File: config.mk
export PLATFORM = sky130hd
export DESIGN_NAME = dma_xlate_unit
export DESIGN_NICKNAME = d
export VERILOG_FILES = /design/src/rtl/dxu_pkg.sv /design/src/rtl/dxu_regs.sv /design/src/rtl/dxu_index.sv /design/src/rtl/dxu_engine.sv /design/src/rtl/dma_xlate_unit.sv
export SDC_FILE = /design/constraint.sdc
export NUM_CORES = 1
export LEC_CHECK = 0
export BUFFER_PORTS_ARGS = -buffer_cell sky130_fd_sc_hd__buf_2
export CAP_MARGIN = 15
export CORE_ASPECT_RATIO = 1.1
export CORE_UTILIZATION = 25
export CTS_BUF_LIST = sky130_fd_sc_hd__clkbuf_4 sky130_fd_sc_hd__clkbuf_8 sky130_fd_sc_hd__clkbuf_16
export DETAILED_ROUTE_END_ITERATION = 8
export HOLD_SLACK_MARGIN = 0.15
export PLACE_DENSITY = 0.5
export RECOVER_POWER = 50
export REMOVE_ABC_BUFFERS = 1
export SLEW_MARGIN = 40
export SYNTH_ARGS = -nofsm -noshare
export SYNTH_HDL_FRONTEND = slang
export SYNTH_HIERARCHICAL = 1
export SYNTH_SLANG_ARGS = --single-unit
File: constraint.sdc
create_clock -name clk -period 8.12 [get_ports clk]
set_clock_uncertainty 0.15 [all_clocks]
set_input_delay 1.624 -clock clk [delete_from_list [all_inputs] [get_ports clk]]
set_output_delay 1.624 -clock clk [all_outputs]
set_load 0.01 [all_outputs]
File: src/rtl/dxu_pkg.sv
package dxu_pkg;

  // control word layout
  localparam int CTL_EN_BIT  = 0;
  localparam int CTL_BIG_BIT = 2;
  localparam int CTL_CODE_LO = 16;
  localparam int CODE_W      = 3;
  localparam int NCODES      = 1 << CODE_W;

  // table entry layout
  localparam int ENT_V_BIT  = 63;
  localparam int ENT_SZ_BIT = 61;
  localparam int ENT_WR_BIT = 1;

  typedef enum logic [1:0] {
    PERM_NONE = 2'b00,
    PERM_RO   = 2'b01,
    PERM_RW   = 2'b11
  } perm_e;

  typedef enum logic [1:0] {
    ST_IDLE  = 2'd0,
    ST_MREQ  = 2'd1,
    ST_MWAIT = 2'd2
  } xst_e;

  typedef struct packed {
    logic              en;
    logic              big;
    logic [CODE_W-1:0] code;
  } xcfg_t;

endpackage

File: src/rtl/dxu_regs.sv
module dxu_regs
  import dxu_pkg::*;
#(
  parameter int REG_W  = 64,
  parameter int OFF_W  = 5
) (
  input  logic             clk,
  input  logic             rst_n,
  input  logic             wr,
  input  logic [OFF_W-1:0] addr,
  input  logic             wide,
  input  logic [REG_W-1:0] wdata,
  output logic [REG_W-1:0] rdata,
  output logic [REG_W-1:0] ctl_q,
  output logic [REG_W-1:0] base_q
);

  localparam int HALF  = REG_W / 2;
  localparam int SEL_W = OFF_W - 2;

  localparam logic [SEL_W-1:0] SEL_CTL_HI  = SEL_W'(0);
  localparam logic [SEL_W-1:0] SEL_CTL_LO  = SEL_W'(1);
  localparam logic [SEL_W-1:0] SEL_BASE_HI = SEL_W'(2);
  localparam logic [SEL_W-1:0] SEL_BASE_LO = SEL_W'(3);

  logic [SEL_W-1:0] sel;
  logic [REG_W-1:0] ctl_d, base_d;
  logic             ctl_en, base_en;
  logic [1:0]       unused_addr;

  assign sel         = addr[OFF_W-1:2];
  assign unused_addr = addr[1:0];

  // next-state for writes
  always_comb begin
    ctl_d   = ctl_q;
    base_d  = base_q;
    ctl_en  = 1'b0;
    base_en = 1'b0;
    if (wr) begin
      unique case (sel)
        SEL_CTL_HI: begin
          ctl_en = 1'b1;
          ctl_d  = wide ? wdata : {wdata[HALF-1:0], ctl_q[HALF-1:0]};
        end
        SEL_CTL_LO: begin
          ctl_en = 1'b1;
          ctl_d  = {ctl_q[REG_W-1:HALF], wdata[HALF-1:0]};
        end
        SEL_BASE_HI: begin
          base_en = 1'b1;
          base_d  = wide ? wdata : {wdata[HALF-1:0], base_q[HALF-1:0]};
        end
        SEL_BASE_LO: begin
          base_en = 1'b1;
          base_d  = {base_q[REG_W-1:HALF], wdata[HALF-1:0]};
        end
        default: ;  // flush and unmapped offsets: no state change
      endcase
    end
  end

  always_ff @(posedge clk or negedge rst_n) begin
    if (!rst_n) begin
      ctl_q  <= '0;
      base_q <= '0;
    end else begin
      if (ctl_en)  ctl_q  <= ctl_d;
      if (base_en) base_q <= base_d;
    end
  end

  // read decode
  always_comb begin
    unique case (sel)
      SEL_CTL_HI:  rdata = wide ? ctl_q  : {{HALF{1'b0}}, ctl_q[REG_W-1:HALF]};
      SEL_CTL_LO:  rdata = {{HALF{1'b0}}, ctl_q[HALF-1:0]};
      SEL_BASE_HI: rdata = wide ? base_q : {{HALF{1'b0}}, base_q[REG_W-1:HALF]};
      SEL_BASE_LO: rdata = {{HALF{1'b0}}, base_q[HALF-1:0]};
      default:     rdata = '0;
    endcase
  end

  // flush / unmapped writes leave both registers alone
  assert_flush_inert_R3: assert property (@(posedge clk) disable iff (!rst_n)
    (wr && sel > SEL_BASE_LO) |=> ($stable(ctl_q) && $stable(base_q)));

endmodule

File: src/rtl/dxu_index.sv
module dxu_index
  import dxu_pkg::*;
#(
  parameter int DVA_W       = 32,
  parameter int MA_W        = 64,
  parameter int SMALL_SHIFT = 13,
  parameter int LARGE_SHIFT = 16,
  parameter int IDX_MIN_W   = 10,
  parameter int LARGE_CODES = 6,
  parameter int ENT_LG      = 3
) (
  input  logic [DVA_W-1:0] dva,
  input  xcfg_t            cfg,
  input  logic [MA_W-1:0]  base,
  output logic [MA_W-1:0]  ent_addr,
  output logic             code_bad
);

  logic [MA_W-1:0] off_small [NCODES];
  logic [MA_W-1:0] off_large [NCODES];
  logic [MA_W-1:0] offset;
  logic            unused_dva;

  // one candidate index per size code and granule
  for (genvar c = 0; c < NCODES; c++) begin : g_code
    localparam int IW = IDX_MIN_W + c;
    assign off_small[c] = MA_W'(dva[SMALL_SHIFT +: IW]) << ENT_LG;
    if (c < LARGE_CODES) begin : g_large
      assign off_large[c] = MA_W'(dva[LARGE_SHIFT +: IW]) << ENT_LG;
    end else begin : g_none
      assign off_large[c] = '0;
    end
  end

  assign code_bad   = cfg.big && (cfg.code >= CODE_W'(LARGE_CODES));
  assign offset     = cfg.big ? off_large[cfg.code] : off_small[cfg.code];
  assign ent_addr   = base + offset;
  assign unused_dva = ^dva;

endmodule

File: src/rtl/dxu_engine.sv
module dxu_engine
  import dxu_pkg::*;
#(
  parameter int DVA_W       = 32,
  parameter int MA_W        = 64,
  parameter int PA_W        = 41,
  parameter int DATA_W      = 64,
  parameter int SMALL_SHIFT = 13,
  parameter int LARGE_SHIFT = 16,
  parameter int LFRAME_LO   = 15
) (
  input  logic              clk,
  input  logic              rst_n,
  input  xcfg_t             cfg,
  input  logic              code_bad,
  input  logic [MA_W-1:0]   ent_addr,
  input  logic              req_valid,
  output logic              req_ready,
  input  logic [DVA_W-1:0]  req_addr,
  output logic              mem_req_valid,
  input  logic              mem_req_ready,
  output logic [MA_W-1:0]   mem_req_addr,
  input  logic              mem_rsp_valid,
  input  logic [DATA_W-1:0] mem_rsp_data,
  output logic              rsp_valid,
  output logic [PA_W-1:0]   rsp_pa,
  output logic [1:0]        rsp_perm,
  output logic              rsp_fault
);

  localparam int NBYTES = DATA_W / 8;

  xst_e                   st_q, st_d;
  logic [MA_W-1:0]        maddr_q, maddr_d;
  logic                   maddr_en;
  logic [LARGE_SHIFT-1:0] off_q, off_d;
  logic                   off_en;
  logic                   rv_q, rv_d;
  logic [PA_W-1:0]        pa_q, pa_d;
  perm_e                  perm_q, perm_d;
  logic                   fault_q, fault_d;
  logic                   res_en;
  logic [DATA_W-1:0]      entry;
  logic [PA_W-1:0]        frame_s, frame_l, pa_s, pa_l;
  logic                   unused_ent;

  // big-endian entry: lowest-address lane is the most significant byte
  always_comb begin
    for (int k = 0; k < NBYTES; k++) begin
      entry[8*k +: 8] = mem_rsp_data[DATA_W-8-8*k +: 8];
    end
  end

  assign frame_s    = {entry[PA_W-1:SMALL_SHIFT], {SMALL_SHIFT{1'b0}}};
  assign frame_l    = {entry[PA_W-1:LFRAME_LO], {LFRAME_LO{1'b0}}};
  assign pa_s       = frame_s | PA_W'(off_q[SMALL_SHIFT-1:0]);
  assign pa_l       = frame_l | PA_W'(off_q);
  assign unused_ent = ^entry;

  // next-state
  always_comb begin
    st_d     = st_q;
    maddr_d  = maddr_q;
    maddr_en = 1'b0;
    off_d    = off_q;
    off_en   = 1'b0;
    rv_d     = 1'b0;
    res_en   = 1'b0;
    pa_d     = pa_q;
    perm_d   = perm_q;
    fault_d  = fault_q;
    unique case (st_q)
      ST_IDLE: begin
        if (req_valid) begin
          off_en = 1'b1;
          off_d  = req_addr[LARGE_SHIFT-1:0];
          if (!cfg.en) begin
            res_en  = 1'b1;
            rv_d    = 1'b1;
            pa_d    = PA_W'(req_addr);
            perm_d  = PERM_RW;
            fault_d = 1'b0;
          end else if (code_bad) begin
            res_en  = 1'b1;
            rv_d    = 1'b1;
            pa_d    = '0;
            perm_d  = PERM_NONE;
            fault_d = 1'b1;
          end else begin
            st_d     = ST_MREQ;
            maddr_en = 1'b1;
            maddr_d  = ent_addr;
          end
        end
      end
      ST_MREQ: begin
        if (mem_req_ready) st_d = ST_MWAIT;
      end
      ST_MWAIT: begin
        if (mem_rsp_valid) begin
          st_d   = ST_IDLE;
          res_en = 1'b1;
          rv_d   = 1'b1;
          if (!entry[ENT_V_BIT]) begin
            pa_d    = '0;
            perm_d  = PERM_NONE;
            fault_d = 1'b1;
          end else begin
            fault_d = 1'b0;
            perm_d  = entry[ENT_WR_BIT] ? PERM_RW : PERM_RO;
            pa_d    = entry[ENT_SZ_BIT] ? pa_l : pa_s;
          end
        end
      end
      default: st_d = ST_IDLE;
    endcase
  end

  always_ff @(posedge clk or negedge rst_n) begin
    if (!rst_n) begin
      st_q    <= ST_IDLE;
      maddr_q <= '0;
      off_q   <= '0;
      rv_q    <= 1'b0;
      pa_q    <= '0;
      perm_q  <= PERM_NONE;
      fault_q <= 1'b0;
    end else begin
      st_q <= st_d;
      rv_q <= rv_d;
      if (maddr_en) maddr_q <= maddr_d;
      if (off_en)   off_q   <= off_d;
      if (res_en) begin
        pa_q    <= pa_d;
        perm_q  <= perm_d;
        fault_q <= fault_d;
      end
    end
  end

  assign req_ready     = (st_q == ST_IDLE);
  assign mem_req_valid = (st_q == ST_MREQ);
  assign mem_req_addr  = maddr_q;
  assign rsp_valid     = rv_q;
  assign rsp_pa        = pa_q;
  assign rsp_perm      = perm_q;
  assign rsp_fault     = fault_q;

  // a stalled table read holds its request and address
  assert_hold_mreq_R12: assert property (@(posedge clk) disable iff (!rst_n)
    (mem_req_valid && !mem_req_ready) |=> (mem_req_valid && $stable(mem_req_addr)));

  // translation off answers in the next cycle with read-write
  assert_bypass_next_R4: assert property (@(posedge clk) disable iff (!rst_n)
    (req_valid && req_ready && !cfg.en) |=> (rsp_valid && !rsp_fault && rsp_perm == PERM_RW));

  // invalid 64K size code faults in the next cycle without a table read
  assert_badcode_fault_R7: assert property (@(posedge clk) disable iff (!rst_n)
    (req_valid && req_ready && cfg.en && cfg.big && cfg.code >= 3'd6)
      |=> (rsp_valid && rsp_fault && !mem_req_valid));

  // a fault never carries a permission
  assert_fault_noperm_R9: assert property (@(posedge clk) disable iff (!rst_n)
    (rsp_valid && rsp_fault) |-> (rsp_perm == PERM_NONE && rsp_pa == '0));

endmodule

File: src/rtl/dma_xlate_unit.sv
module dma_xlate_unit
  import dxu_pkg::*;
#(
  parameter int DVA_W       = 32,
  parameter int MA_W        = 64,
  parameter int PA_W        = 41,
  parameter int REG_W       = 64,
  parameter int OFF_W       = 5,
  parameter int SMALL_SHIFT = 13,
  parameter int LARGE_SHIFT = 16,
  parameter int LFRAME_LO   = 15,
  parameter int IDX_MIN_W   = 10,
  parameter int LARGE_CODES = 6
) (
  input  logic             clk,
  input  logic             rst_n,
  input  logic             reg_wr,
  input  logic [OFF_W-1:0] reg_addr,
  input  logic             reg_wide,
  input  logic [REG_W-1:0] reg_wdata,
  output logic [REG_W-1:0] reg_rdata,
  input  logic             req_valid,
  output logic             req_ready,
  input  logic [DVA_W-1:0] req_addr,
  output logic             mem_req_valid,
  input  logic             mem_req_ready,
  output logic [MA_W-1:0]  mem_req_addr,
  input  logic             mem_rsp_valid,
  input  logic [REG_W-1:0] mem_rsp_data,
  output logic             rsp_valid,
  output logic [PA_W-1:0]  rsp_pa,
  output logic [1:0]       rsp_perm,
  output logic             rsp_fault
);

  localparam int ENT_LG = $clog2(REG_W / 8);

  logic [1:0]       rst_sync;
  logic             rst_in_n;
  logic [REG_W-1:0] ctl_q, base_q;
  logic [MA_W-1:0]  ent_addr;
  logic             code_bad;
  xcfg_t            cfg;
  logic             unused_ctl;

  // asynchronous assert, synchronous release
  always_ff @(posedge clk or negedge rst_n) begin
    if (!rst_n) rst_sync <= '0;
    else        rst_sync <= {rst_sync[0], 1'b1};
  end
  assign rst_in_n = rst_sync[1];

  assign cfg.en     = ctl_q[CTL_EN_BIT];
  assign cfg.big    = ctl_q[CTL_BIG_BIT];
  assign cfg.code   = ctl_q[CTL_CODE_LO +: CODE_W];
  assign unused_ctl = ^ctl_q;

  dxu_regs #(
    .REG_W (REG_W),
    .OFF_W (OFF_W)
  ) u_regs (
    .clk    (clk),
    .rst_n  (rst_in_n),
    .wr     (reg_wr),
    .addr   (reg_addr),
    .wide   (reg_wide),
    .wdata  (reg_wdata),
    .rdata  (reg_rdata),
    .ctl_q  (ctl_q),
    .base_q (base_q)
  );

  dxu_index #(
    .DVA_W       (DVA_W),
    .MA_W        (MA_W),
    .SMALL_SHIFT (SMALL_SHIFT),
    .LARGE_SHIFT (LARGE_SHIFT),
    .IDX_MIN_W   (IDX_MIN_W),
    .LARGE_CODES (LARGE_CODES),
    .ENT_LG      (ENT_LG)
  ) u_index (
    .dva      (req_addr),
    .cfg      (cfg),
    .base     (MA_W'(base_q)),
    .ent_addr (ent_addr),
    .code_bad (code_bad)
  );

  dxu_engine #(
    .DVA_W       (DVA_W),
    .MA_W        (MA_W),
    .PA_W        (PA_W),
    .DATA_W      (REG_W),
    .SMALL_SHIFT (SMALL_SHIFT),
    .LARGE_SHIFT (LARGE_SHIFT),
    .LFRAME_LO   (LFRAME_LO)
  ) u_engine (
    .clk           (clk),
    .rst_n         (rst_in_n),
    .cfg           (cfg),
    .code_bad      (code_bad),
    .ent_addr      (ent_addr),
    .req_valid     (req_valid),
    .req_ready     (req_ready),
    .req_addr      (req_addr),
    .mem_req_valid (mem_req_valid),
    .mem_req_ready (mem_req_ready),
    .mem_req_addr  (mem_req_addr),
    .mem_rsp_valid (mem_rsp_valid),
    .mem_rsp_data  (mem_rsp_data),
    .rsp_valid     (rsp_valid),
    .rsp_pa        (rsp_pa),
    .rsp_perm      (rsp_perm),
    .rsp_fault     (rsp_fault)
  );

  // nothing is requested or answered while held in reset
  assert_quiet_reset_R1: assert property (@(posedge clk)
    (!rst_in_n) |-> (!mem_req_valid && !rsp_valid && req_ready));

endmodule

# Word-level counts from Yosys, hierarchy flattened
# Cells that the tools add are included.
# Widths: inputs -> output; s select.
classes:
  multipliers: 0
  magnitude_cmp: 2
  mux: 54
  addsub: 1
  bitwise: 6
  n_reduce_logical: 16
  div: 0
  eq_ne: 13
  shifts: 0
ops:
  columns: ["operator", "count"]
  rows:
  - ["$mux 64", 8]
  - ["$bmux 64 s3", 2]
  - ["$pmux 64 s2", 2]
  - ["$pmux 64 s4", 1]
  - ["$mux 41", 6]
  - ["$pmux 41 s2", 1]
  - ["$add 64x64->64", 1]
  - ["$or 41x13->41", 1]
  - ["$or 41x16->41", 1]
  - ["$mux 2", 11]
  - ["$mux 1", 19]
  - ["$reduce_and 4->1", 4]
  - ["$reduce_and 5->1", 3]
  - ["$ne 2x2->1 const B", 5]
  - ["$eq 3x2->1 const B", 2]
  - ["$pmux 2 s3", 1]
  - ["$reduce_bool 2->1", 3]
  - ["$ge 4x4->1 const B", 1]
  - ["$ne 2x1->1 const B", 2]
  - ["$not 3->4", 1]
  - ["$pmux 1 s2", 2]
  - ["$pmux 2 s2", 1]
  - ["$reduce_or 2->1", 2]
  - ["$eq 3x1->1 const B", 1]
  - ["other kinds (9)", 11]
word_totals:
  reg_bits: 257
  in_bits: 172
  rom_bits: 0
  word_cells: 104
  latchBits: 0
  out_inout_bits: 175
  memories: 0
  ram_bits: 0

# Longest topological paths before layout
depth:
  depth_word: 7
  depth_mapped: 16
  mapped_depth_nobuf: 14

# Modules after synthesis
# The synthesis kept the hierarchy.
modules_own_cells:
  columns: ["module", "cells_per_inst", "area_per_inst_um2", "instances"]
  rows:
  - ["dxu_regs", 513, 6376.1, 1]
  - ["dxu_engine", 345, 5177.5, 1]
  - ["dxu_index", 331, 2278.4, 1]
  - ["dma_xlate_unit", 3, 53.8, 1]

# Least setup slack after synthesis
# No wires, ideal clock.
synth_timing:
  path_type: "input-to-output"
  start: "input port reg_wide"
  end: "output port reg_rdata[2]"
  path_buffers: 2
  stages: 5
  arrival_ns: 2.995
  path_slack_ns: 3.351
  cell_sequence: "buf_2 > nor2_1 > buf_2 > mux4_2 > nor2b_1"
synth_via:
  elab_chain_cells: 2
  elab_cells_between_ends: 3
  cone_classes: "mux: 3"
synth_rtl:
  columns: ["element", "line", "source"]
  rows:
  - ["start: declaration", "dma_xlate_unit.sv:19", "input logic reg_wide,"]
  - ["$mux 64 (on tied branches)", "dxu_regs.sv:78, dxu_regs.sv:76", null]
  - ["$pmux 64 s4 (*)", "dxu_regs.sv:75", "unique case (sel)"]
  - ["end: declaration", "dma_xlate_unit.sv:21", "output logic [REG_W-1:0] reg_rdata,"]
# Mark *: on every way between the ends. The rest lies on a longest branch, timed or not.

# Worst setup path in the final report
layout_timing:
  start: "input port reg_addr[3]"
  end: "output port reg_rdata[7]"
layout_via:
  elab_chain_cells: 2
  elab_cells_between_ends: 5
  cone_classes: "eq/ne: 3; mux: 1; reduce/logical: 1"
layout_rtl:
  columns: ["element", "line", "source"]
  rows:
  - ["start: declaration", "dma_xlate_unit.sv:18", "input logic [OFF_W-1:0] reg_addr,"]
  - ["$eq 3x2->1, or another cell as far along", "dxu_regs.sv:75", null]
  - ["$pmux 64 s4 (*)", "dxu_regs.sv:75", null]
# Marks and branches as above.

==> flow_summary.json <==
{
  "p_leak_nw": 7.85,
  "placed_area_mm2": 0.0163,
  "rsz0062_at_grt": "no",
  "regToRegStartpoint": "u_regs/ctl_q[2]$_DFFE_PN0P_",
  "setup_viol": 0,
  "wl_per_cell_um": 21.8,
  "holdPathStages": 0,
  "hold_start": "rst_sync[0]$_DFF_PN0_",
  "grt_pass1_vias": 11100,
  "globalRouteMet3Util": 0.0264,
  "drc": 0,
  "violations": "max-capacitance violations, max-slew violations",
  "syn_area_per_cell_um2": 11.6,
  "ys_warn_count": 6,
  "ant_nets": 0,
  "cts_root_buffer": "clkbuf_16",
  "start_util": 0.253,
  "period_needed_ps": 6220,
  "power_frac_clock": 0.265,
  "antenna_found_initial": 6,
  "synthToLayoutAreaGrowth_pct": 24.2,
  "syn_area_mm2": 0.0139,
  "met2_usage": 0.275,
  "synthMuxAreaShare": 0.228,
  "gp_congestion": 0.837,
  "endpoint_kind": "output port",
  "arrival_ps": 4450,
  "die_x_um": 227,
  "fp.dieH_um": 249,
  "tightestPinTransition_ps": 4210,
  "drive_above_1_share": 0.351,
  "ys_ff_latch": 257,
  "cts_sinks": 257,
  "firstDrtPassIters": 5,
  "fp.coreArea_mm2": 0.0548,
  "grtUsageMet1": 0.230,
  "dp.final_hpwl_mm": 35.2,
  "yosysUniqueCellTypes": 71,
  "synth_xor_area_frac": 0.0366,
  "critPathMaxFanout": 18,
  "reg2reg_slack_ps": 2670,
  "cts_max_level": 1,
  "r2r_end": "u_engine/mem_req_addr[38]$_DFFE_PN0P_",
  "r2r_cells": 6,
  "ios": 347,
  "grt_usage": 0.171,
  "worst_hold_path_type": "flip-flop to flip-flop",
  "yosysSeqAreaShare": 0.463,
  "drv_slew": 234,
  "dieArea_mm2": 0.0565,
  "maxSlewHeadroom": -1.80,
  "cts_resized": 0,
  "synth_top_area_frac": 0.463,
  "fin_crit_sh": 0.767,
  "tritoncts": "yes",
  "intPower_mw": 3.30,
  "final_nets": 1672,
  "combPwrFrac": 0.335,
  "cts_made_buffers": 31,
  "cts_buffer_depth": 3,
  "status": "finished with violations",
  "crit_type": "primary input to output port",
  "instances_no_fill": 2245,
  "worst_slack_ps": 1900,
  "synth_edf_count": 0,
  "yosysTopAreaCell": "dfrtp_1",
  "grt-ovfl-total": 0,
  "stdcell_area_mm2": 0.0172,
  "hold_violations": 0,
  "min_delay_worst_endpoint": "rst_sync[1]$_DFF_PN0_",
  "fin_setup_tns_ps": 0,
  "netlist_instances": 1192,
  "p_switching_mw": 1.77,
  "power_mw": 5.07,
  "via_per_inst": 4.84,
  "drv_cap": 5,
  "async_flop_share": 1.00,
  "hold_slack_ps": 198,
  "insertion_delay_ps": 590,
  "hold_buffers": 0,
  "ir_drop_v": 0.000157,
  "yosys.area_share.simple": 0.0858,
  "grt_pass1_wl_mm": 72.3,
  "synth_most_common_cell": "dfrtp_1",
  "vias": 10900,
  "worstPathRequired_ps": 6350,
  "post-cts-setup-buffers": 0,
  "grt_start_max_net_pins": 133,
  "place.port_buffers": 311,
  "synth-compound-area-share": 0.129,
  "yosys-top-cells-count": "257 x dfrtp_1, 126 x mux2_2, 82 x nand2_1",
  "placed_cells": 2181,
  "drt_iter0_markers": 636,
  "sw_frac_of_total": 0.349,
  "p_per_area_mw_per_mm2": 294,
  "pwr-share-seq": 0.400,
  "synth_adder_area_share": 0.0168,
  "startpoint_type": "primary input",
  "place_ws_ps": 2590,
  "synth_top_family_by_area": "multiplexers",
  "synth_ff_type": "dfrtp_1",
  "clk_pin_slew_ps": 60,
  "yosys-top-cells-area": "dfrtp_1 46%, mux2_2 10%, mux2i_1 4.3%, mux2_1 4.2%, mux4_2 4.1%",
  "fin_util": 0.314,
  "wirelength_mm": 48.9,
  "clock.fmax_mhz": 161,
  "grt.busiest_layer": "met2",
  "std_cell_rows": 90
}
## layout by cell type, fill, tap and decap left out, types with 16 or more instances in the layout
master and count:
mux2_1 52, nand2_1 82, clkbuf_1 50, nor2b_1 29, clkbuf_16 31, mux2i_1 60, mux4_2 25, a22o_1 62
ha_1 17, dfrtp_1 256, a21oi_1 59, xnor2_1 30, buf_2 270, o31ai_1 32, inv_1 33, mux2_2 126
buf_4 16, nor2_1 47, xor2_1 28
## kinds of logic after synthesis
family | Yosys count
AOI/OAI and AO/OA | 243
adders and majority gates | 18
other | 1
xor gates and xnor gates | 58
DFF | 257
muxes | 263
and+or+nand+nor | 233
buffers and inverters | 119
## worst max-delay path by stage
stage / startpoint / cells after the start / endpoint
after CTS: reg_wide / 7 / reg_rdata[47]
after detailed placement: reg_wide / 7 / reg_rdata[47]
final: reg_addr[3] / 5 / reg_rdata[7]
after global routing: rst_sync[1]$_DFF_PN0_ / 3 / u_regs/base_q[49]$_DFFE_PN0P_
after floorplan: rst_sync[1]$_DFF_PN0_ / 0 / u_engine/mem_req_addr[0]$_DFFE_PN0P_
after global placement: reg_addr[2] / 6 / reg_rdata[18]
## area by class of cell
cell class                      instances  area (µm²)
Fill cell                            5664       37600
Multi-Input combinational cell        816        7000
Clock buffer                           47         933
Sequential cell                       257        6430
Tap cell                              736         921
Clock inverter                          8        53.8
Antenna cell                            5        12.5
Inverter                               33         124
Timing Repair Buffer                  343        1770
## registers in the layout, summed over array words and instances, names as in the netlist
signal,cells
rst_sync,2
u_engine/mem_req_addr,64
u_engine/off_q,16
u_engine/rsp_fault,1
u_regs/base_q,64
u_engine/st_q,2
u_regs/ctl_q,64
u_engine/rsp_pa,41
u_engine/rsp_valid,1
u_engine/rsp_perm,2
## layer usage
metal	vias up	routed length (µm)
met5	-	17
met4	2	1610
met3	80	2330
met2	287	23500
met1	5549	21500
li1	4951	-
## power by group through the flow
| stage | clock [mW] | sequential [mW] | combinational, mW |
|---|---|---|---|
| floorplan | 0 | 2.08 | 0.951 |
| global placement | 0 | 2.04 | 1.68 |
| detailed placement | 0 | 2.06 | 1.72 |
| CTS | 1.39 | 2.04 | 1.72 |
| global route | 1.44 | 2.10 | 1.85 |
| finish | 1.34 | 2.03 | 1.70 |
## critical path: stages
cell and delay, ps:
buf_2 490, clkbuf_1 980, nand2b_1 630, o22ai_1 500, buf_2 210
Note: power is estimated with default switching activity, not from simulation.
